`config.mk`:
```
export PLATFORM = sky130hd
export DESIGN_NAME = mem_write_seq
export DESIGN_NICKNAME = d
export VERILOG_FILES = /design/src/rtl/mws_pkg.sv /design/src/rtl/mws_lane_map.sv /design/src/rtl/mws_seq_fsm.sv /design/src/rtl/mem_write_seq.sv
export SDC_FILE = /design/constraint.sdc
export NUM_CORES = 1
export LEC_CHECK = 0
export BUFFER_PORTS_ARGS = -buffer_cell sky130_fd_sc_hd__buf_4
export CAP_MARGIN = 5
export CORE_AREA = 2 2 84 166
export CTS_BUF_LIST = sky130_fd_sc_hd__clkbuf_16
export CTS_CLUSTER_DIAMETER = 200
export DETAILED_ROUTE_END_ITERATION = 12
export DIE_AREA = 0 0 86 168
export MAX_ROUTING_LAYER = met4
export PLACE_DENSITY = 0.91
export SYNTH_ARGS = -nofsm -noshare
export SYNTH_HDL_FRONTEND = slang
export SYNTH_HIERARCHICAL = 1
export SYNTH_SLANG_ARGS = --single-unit
```
`constraint.sdc`:
```
create_clock -name clk -period 4.58 [get_ports clk]
set_input_delay 0.229 -clock clk [delete_from_list [all_inputs] [get_ports clk]]
set_output_delay 0.229 -clock clk [all_outputs]
set_load 0.02 [all_outputs]
```
`src/rtl/mws_pkg.sv`:
```
package mws_pkg;
    typedef enum logic [2:0] {
        ST_FETCH,
        ST_LOAD,
        ST_NEXT,
        ST_HOLD_A,
        ST_STROBE,
        ST_HOLD_B,
        ST_FAST
    } seq_state_e;

    localparam logic [1:0] SZ_BYTE = 2'd0;
    localparam logic [1:0] SZ_HALF = 2'd1;
endpackage

```
`src/rtl/mws_lane_map.sv`:
```
module mws_lane_map #(
    parameter int DW         = 32,
    parameter bit BIG_ENDIAN = 1'b1,
    localparam int LANES     = DW / 8,
    localparam int LW        = $clog2(LANES)
) (
    input  logic [1:0]       size,
    input  logic [LW-1:0]    addr_lo,
    input  logic             sext,
    input  logic [DW-1:0]    st_data,
    input  logic [DW-1:0]    rd_data,
    output logic [LANES-1:0] mask,
    output logic [DW-1:0]    wr_bus,
    output logic [DW-1:0]    ld_val
);
    import mws_pkg::*;

    logic [LW-1:0] byte_lane;
    logic [LW-2:0] half_idx;
    logic [7:0]    b_sel;
    logic [15:0]   h_sel;

    always_comb begin
        byte_lane = BIG_ENDIAN ? LW'(LANES - 1) - addr_lo : addr_lo;
        half_idx  = BIG_ENDIAN ? (LW-1)'(LANES/2 - 1) - addr_lo[LW-1:1]
                               : addr_lo[LW-1:1];
        b_sel = rd_data[8*byte_lane +: 8];
        h_sel = rd_data[16*half_idx +: 16];
    end

    for (genvar i = 0; i < LANES; i++) begin : g_lane
        always_comb begin
            unique case (size)
                SZ_BYTE: begin
                    mask[i]          = (LW'(i) == byte_lane);
                    wr_bus[8*i +: 8] = st_data[7:0];
                end
                SZ_HALF: begin
                    mask[i]          = ((LW-1)'(i / 2) == half_idx);
                    wr_bus[8*i +: 8] = st_data[8*(i % 2) +: 8];
                end
                default: begin
                    mask[i]          = 1'b1;
                    wr_bus[8*i +: 8] = st_data[8*i +: 8];
                end
            endcase
        end
    end

    always_comb begin
        unique case (size)
            SZ_BYTE: ld_val = {{(DW-8){sext & b_sel[7]}}, b_sel};
            SZ_HALF: ld_val = {{(DW-16){sext & h_sel[15]}}, h_sel};
            default: ld_val = rd_data;
        endcase
    end
endmodule

```
`src/rtl/mws_seq_fsm.sv`:
```
module mws_seq_fsm #(
    parameter int AW = 32,
    parameter int DW = 32
) (
    input  logic          clk,
    input  logic          rst,
    input  logic          pause_in,
    input  logic [AW-1:0] pc_addr,
    input  logic          req_valid,
    input  logic          req_write,
    input  logic [1:0]    req_size,
    input  logic          req_signed,
    input  logic [AW-1:0] req_addr,
    input  logic [DW-1:0] req_wdata,
    input  logic [DW-1:0] mem_rdata,
    output logic [AW-1:0] bus_addr,
    output logic          bus_we,
    output logic          strobe_on,
    output logic          busy,
    output logic [DW-1:0] instr_out,
    output logic          instr_valid,
    output logic          load_valid,
    output logic [1:0]    op_size,
    output logic [AW-1:0] op_addr,
    output logic          op_signed,
    output logic [DW-1:0] op_wdata
);
    import mws_pkg::*;

    seq_state_e    state, nxt;
    logic          op_write;
    logic [DW-1:0] parked_op;
    logic          replay;
    logic          accept;

    assign accept = (state == ST_FETCH) && req_valid && !pause_in;

    always_comb begin
        nxt = state;
        unique case (state)
            ST_FETCH:  if (req_valid) nxt = req_write ? ST_NEXT : ST_LOAD;
            ST_LOAD:   nxt = ST_FETCH;
            ST_NEXT:   nxt = op_addr[AW-1] ? ST_FAST : ST_HOLD_A;
            ST_HOLD_A: nxt = ST_STROBE;
            ST_STROBE: nxt = ST_HOLD_B;
            ST_HOLD_B: nxt = ST_FETCH;
            ST_FAST:   nxt = ST_FETCH;
            default:   nxt = ST_FETCH;
        endcase
    end

    always_ff @(posedge clk) begin
        if (rst)            state <= ST_FETCH;
        else if (!pause_in) state <= nxt;
    end

    always_ff @(posedge clk) begin
        if (rst) begin
            op_write  <= 1'b0;
            op_size   <= '0;
            op_addr   <= '0;
            op_signed <= 1'b0;
            op_wdata  <= '0;
            parked_op <= '0;
            replay    <= 1'b0;
        end else begin
            if (accept) begin
                op_write  <= req_write;
                op_size   <= req_size;
                op_addr   <= req_addr;
                op_signed <= req_signed;
                op_wdata  <= req_wdata;
            end
            if (!pause_in) begin
                if (state == ST_NEXT) parked_op <= mem_rdata;
                if (state == ST_HOLD_B || state == ST_FAST) replay <= 1'b1;
                else if (state == ST_FETCH)                 replay <= 1'b0;
            end
        end
    end

    always_comb begin
        bus_addr    = op_addr;
        bus_we      = 1'b0;
        strobe_on   = 1'b0;
        busy        = 1'b1;
        instr_valid = 1'b0;
        load_valid  = 1'b0;
        instr_out   = parked_op;
        unique case (state)
            ST_FETCH: begin
                bus_addr    = pc_addr;
                busy        = 1'b0;
                instr_valid = 1'b1;
                instr_out   = replay ? parked_op : mem_rdata;
            end
            ST_LOAD:   load_valid = 1'b1;
            ST_NEXT:   bus_addr = pc_addr;
            ST_HOLD_A: bus_we = 1'b1;
            ST_STROBE: begin
                bus_we    = 1'b1;
                strobe_on = 1'b1;
            end
            ST_HOLD_B: bus_we = 1'b1;
            ST_FAST: begin
                bus_we    = 1'b1;
                strobe_on = 1'b1;
            end
            default: busy = 1'b1;
        endcase
    end

    // the long frame advances in fixed order
    p_frame_order_r3: assert property (@(posedge clk) disable iff (rst)
        (state == ST_HOLD_A && !pause_in) |=> (state == ST_STROBE));
    p_frame_tail_r3: assert property (@(posedge clk) disable iff (rst)
        (state == ST_STROBE && !pause_in) |=> (state == ST_HOLD_B));
    // address steady across the long frame
    p_addr_steady_r3: assert property (@(posedge clk) disable iff (rst)
        (state == ST_HOLD_A || state == ST_STROBE) |=> $stable(bus_addr));
    // fast frame lasts one cycle
    p_fast_single_r4: assert property (@(posedge clk) disable iff (rst)
        (state == ST_FAST && !pause_in) |=> (state == ST_FETCH));
    // pause freezes the state
    p_pause_hold_r9: assert property (@(posedge clk) disable iff (rst)
        pause_in |=> $stable(state));
    // parked instruction flagged after every write
    p_replay_set_r8: assert property (@(posedge clk) disable iff (rst)
        ((state == ST_HOLD_B || state == ST_FAST) && !pause_in) |=> replay);
    // op only latched while idle
    p_op_latch_r11: assert property (@(posedge clk) disable iff (rst)
        (state != ST_FETCH) |=> $stable(op_addr));
endmodule

```
`src/rtl/mem_write_seq.sv`:
```
module mem_write_seq #(
    parameter int AW         = 32,
    parameter int DW         = 32,
    parameter bit BIG_ENDIAN = 1'b1,
    localparam int LANES     = DW / 8,
    localparam int LW        = $clog2(LANES)
) (
    input  logic             clk,
    input  logic             rst,
    input  logic             pause_in,
    input  logic [AW-1:0]    pc_addr,
    input  logic             req_valid,
    input  logic             req_write,
    input  logic [1:0]       req_size,
    input  logic             req_signed,
    input  logic [AW-1:0]    req_addr,
    input  logic [DW-1:0]    req_wdata,
    output logic             busy,
    output logic [DW-1:0]    instr_out,
    output logic             instr_valid,
    output logic [DW-1:0]    load_data,
    output logic             load_valid,
    output logic [AW-1:0]    mem_addr,
    output logic [DW-1:0]    mem_wdata,
    output logic             mem_wdata_oe,
    input  logic [DW-1:0]    mem_rdata,
    output logic [LANES-1:0] mem_bsel,
    output logic             mem_we
);
    logic             strobe_on;
    logic [1:0]       op_size;
    logic [AW-1:0]    op_addr;
    logic             op_signed;
    logic [DW-1:0]    op_wdata;
    logic [LANES-1:0] lane_mask;
    logic [DW-1:0]    wr_bus;
    logic [DW-1:0]    ld_val;

    mws_seq_fsm #(.AW(AW), .DW(DW)) u_fsm (
        .clk        (clk),
        .rst        (rst),
        .pause_in   (pause_in),
        .pc_addr    (pc_addr),
        .req_valid  (req_valid),
        .req_write  (req_write),
        .req_size   (req_size),
        .req_signed (req_signed),
        .req_addr   (req_addr),
        .req_wdata  (req_wdata),
        .mem_rdata  (mem_rdata),
        .bus_addr   (mem_addr),
        .bus_we     (mem_we),
        .strobe_on  (strobe_on),
        .busy       (busy),
        .instr_out  (instr_out),
        .instr_valid(instr_valid),
        .load_valid (load_valid),
        .op_size    (op_size),
        .op_addr    (op_addr),
        .op_signed  (op_signed),
        .op_wdata   (op_wdata)
    );

    mws_lane_map #(.DW(DW), .BIG_ENDIAN(BIG_ENDIAN)) u_lane (
        .size   (op_size),
        .addr_lo(op_addr[LW-1:0]),
        .sext   (op_signed),
        .st_data(op_wdata),
        .rd_data(mem_rdata),
        .mask   (lane_mask),
        .wr_bus (wr_bus),
        .ld_val (ld_val)
    );

    assign mem_bsel     = strobe_on ? lane_mask : '0;
    assign mem_wdata_oe = mem_we;
    assign mem_wdata    = mem_we ? wr_bus : '0;
    assign load_data    = load_valid ? ld_val : '0;

    // byte selects only inside a write frame
    p_bsel_in_frame_r3: assert property (@(posedge clk) disable iff (rst)
        (mem_bsel != '0) |-> (mem_we && mem_wdata_oe));
    // a strobe enables 1, 2 or all lanes
    p_lane_count_r6: assert property (@(posedge clk) disable iff (rst)
        (mem_bsel != '0) |-> ($countones(mem_bsel) inside {1, 2, LANES}));
    // paused write frame keeps byte selects and data
    p_pause_bus_r9: assert property (@(posedge clk) disable iff (rst)
        (pause_in && mem_we) |=> ($stable(mem_bsel) && $stable(mem_wdata)));
    // busy and fetch-valid are exclusive
    p_busy_excl_r11: assert property (@(posedge clk) disable iff (rst)
        $onehot0({busy, instr_valid}) && (busy || instr_valid));
endmodule

```
==> summary.txt <==
Run status
  • Status: finished, final reports clean

Setup path
  • R2r startpoint: u_fsm/state[2]
  • Worst path bufs/invs: 1
  • Crit path kind: reg -> out
  • R2r setup slk: 2.28 ns
  • Crit path arrival time: 2.95 ns
  • WP data required: 4.35 ns
  • CP max-delay cell: or2_1
  • Setup crit start kind: flop
  • CP Max Fanout: 31
  • Reg2Reg Depth: 4
  • Worst r2r dst: u_fsm/op_wdata[16]
  • CP delay by family, top: simple AND/OR/NAND/NOR gates
  • Critical-path cell list: or2_1 -> o221ai_1 -> and2_2 -> buf_4
  • Worst path depth: 4
  • CP Capture Point: load_data[13]
  • Largest stage delay, worst path: 1.06 ns
  • Worst setup startpoint: u_fsm/op_size[0]
  • Critical Path Sink Type: output port

Placement
  • Routability Congestion: 0.920
  • Port-buffer cells: 272
  • Placed cells: 1155
  • Dpl hpwl: 14600 um
  • DP Area: 8800 um2

Synth
  • Mapped Area: 7000 um2
  • Post-Synthesis Net Count: 936
  • Ys async rst share: 0%
  • Seq/Total Area, Yosys: 29.5%
  • Post-synth top cells: 134 x nand2b_1, 107 x nand2_1, 103 x dfxtp_1, 84 x mux2i_1, 64 x and2_2
  • Post-synth top flop: dfxtp_1
  • Cell count after synthesis: 800
  • Yosys top cell by area: dfxtp_1
  • Most common cell in the netlist: nand2b_1
  • Yosys reg bits: 103
  • Area contributors post-synth: dfxtp_1 29%, mux2i_1 12%, nand2b_1 12%, and2_2 6.9%, mux2_2 6.8%
  • Avg Inst Size Synth: 8.75 um2
  • Synthesis warning total: 6
  • Share of the synthesized area in the top cell type: 29.5%
  • Distinct cells, synth: 50
  • Post-synth EDFFs: 0

Route
  • DRT Wirelength: 20000 um
  • Initial DRT Pass Iterations: 5
  • Drt wl/cell: 17.0 um
  • Routed via count: 6566
  • Vias/cell: 5.60
  • DRC viols: 0
  • DR iter-0 viols: 416
  • Antenna Nets Post-Route: 0

CTS
  • # resized after CTS: 0
  • Depth of the CTS H-tree: 3
  • CTS Sinks: 103
  • CTS tree: built
  • Worst-Skew Late Latency: 0.34 ns
  • Clock tree buffer depth: 2
  • Post-CTS Setup Bufs: 0
  • Root buffer cell: clkbuf_16
  • Num CTS Buffers: 9
  • Clk slew on worst S/H paths: 0.07 ns
  • Hold buffers post-CTS: 0

STA
  • Post-route setup TNS: 0 ns
  • Post-route minimum period: 3.18 ns
  • Unrepaired setup endpoints after global routing: false
  • Slew HR: 15.0%
  • Tcrit/Tclk final: 69.4%
  • Worst-Margin Slew: 1.27 ns
  • Count of final hold-check violations: 0
  • Hold Slack: 0.146 ns
  • Fmax: 315 MHz
  • Final setup skew: 0.00816 ns
  • Max Slew Vio Count: 0
  • Setup violators final: 0

Die
  • Die area: 14400 um2
  • Initial Utilization: 52.7%
  • Top Ports: 273
  • Die W: 86 um
  • Die H: 168 um
  • Row Count: 60
  • Core ar.: 13300 um2

Power
  • Peak VDD IR: 0.171 mV
  • Tot Pwr: 0.00237 W
  • Pwr/cell area: 260 nW/um2
  • Leak: 3.95 nW

Global routing
  • Total congestion overflow: 0
  • First-pass GRT wire length: 31100 um
  • Largest net degree at the start of global routing: 118
  • Initial antenna violation count: 0
  • GR Util All Layers: 27.4%
  • Vias in the first global route: 6231

Cells and area
  • Area growth, synth to finish: 30.2%
  • Multi-input gate area in the final layout: 4440 um2
  • Nets: 1148
  • Number of antenna diodes: 0
  • # fillers: 1056
  • Layout cell share with drive strength beyond 1: 41.7%
  • Non-filler cells, final: 1172
  • Post-Layout Inst Area: 9110 um2
  • Reg area: 2060 um2

Flow run
  • Max-Cap Viols: 0

Worst hold path
  • Hold/Removal Path Class: in -> reg
[tightest hold or removal path: cells and delay by family]
kind / cells / cell delay [ns]
buf+inv: 1 / 0.12
simple gates: 1 / 0.05
compound gates: 1 / 0.05
[per-stage QoR]
| step | worst slack (ns) | utilization (%) |
|---|---|---|
| after floorplan | 2.61 | - |
| after global placement | 1.95 | 66.2 |
| after detailed placement | 1.80 | 66.2 |
| after CTS | 1.42 | 68.4 |
| after global routing | 1.20 | 68.6 |
| final | 1.40 | 68.6 |
[cell usage in the layout (no fill, tap or decap), types with 2 or more instances in the layout]
master and count:
a31oi_1 2, a211oi_1 2, nor2_1 15, mux2i_1 84
a22oi_1 7, mux2_1 30, o221ai_2 4, o221ai_1 3
inv_6 2, nor2_2 2, nor2b_1 19, or3_1 2
o21ai_0 11, mux2_2 42, and2_2 64, dfxtp_1 102
clkbuf_16 9, nand2_1 107, a21oi_1 34, nand2b_1 134
or2_2 2, buf_4 278, and2_1 4, a221o_1 7
o22ai_1 18, inv_1 3, inv_2 2, a21o_1 2
[registers in the layout (all words and copies together) (netlist names)]
name / count
u_fsm/op_wdata: 32
u_fsm/replay: 1
u_fsm/op_signed: 1
u_fsm/state: 3
u_fsm/op_size: 2
u_fsm/op_addr: 32
u_fsm/parked_op: 32
[final cells by class]
type | instances | area share, %
multi-input cells | 615 | 48.7
repair buffers | 279 | 23.1
clock inverters | 7 | 0.783
clock buffers | 9 | 2.47
flip-flops and latches | 103 | 22.6
well taps | 155 | 2.13
inverters | 4 | 0.165
[routing by layer]
layer	wire [um]	global-route usage [%]	share of wire, %	up-vias
met2	9840	44.5	49	367
met5	0	-	0	-
met4	513	9.52	2.6	0
met3	1820	5.93	9.1	40
met1	7800	33.2	39	3051
li1	-	-	-	3108
[worst min path at each step]
stage / slack, ns / endpoint / from / cells past startpoint
after global routing: 0.14 / u_fsm/parked_op[6] / mem_rdata[6] / 3
after global placement: 0.44 / u_fsm/parked_op[22] / u_fsm/parked_op[22] / 2
final: 0.15 / u_fsm/parked_op[6] / mem_rdata[6] / 3
after detailed placement: 0.45 / u_fsm/parked_op[6] / u_fsm/parked_op[6] / 2
after CTS: 0.13 / u_fsm/parked_op[5] / mem_rdata[5] / 3
after floorplan: 0.36 / u_fsm/parked_op[0] / mem_rdata[0] / 2
[report_power, final]
part | leakage, nW | switching (W) | internal (W)
registers | 0.839 | 0.0000388 | 0.000935
clock network | 0.145 | 0.000345 | 0.000425
logic | 2.97 | 0.000317 | 0.000307
[kinds of logic (layout without fill, tap and decap cells)]
| logic type | count (synthesis) | after routing | share of synthesized area [%] |
|---|---|---|---|
| and+or+nand+nor | 360 | 360 | 29.3 |
| muxes | 158 | 158 | 24.1 |
| DFF | 103 | 103 | 29.5 |
| AOI/OAI and AO/OA | 96 | 96 | 9.46 |
| buffers and inverters | 82 | 299 | 7.46 |
| xor gates and xnor gates | 1 | 1 | 0.125 |
Note: power is estimated with default switching activity, not from simulation.
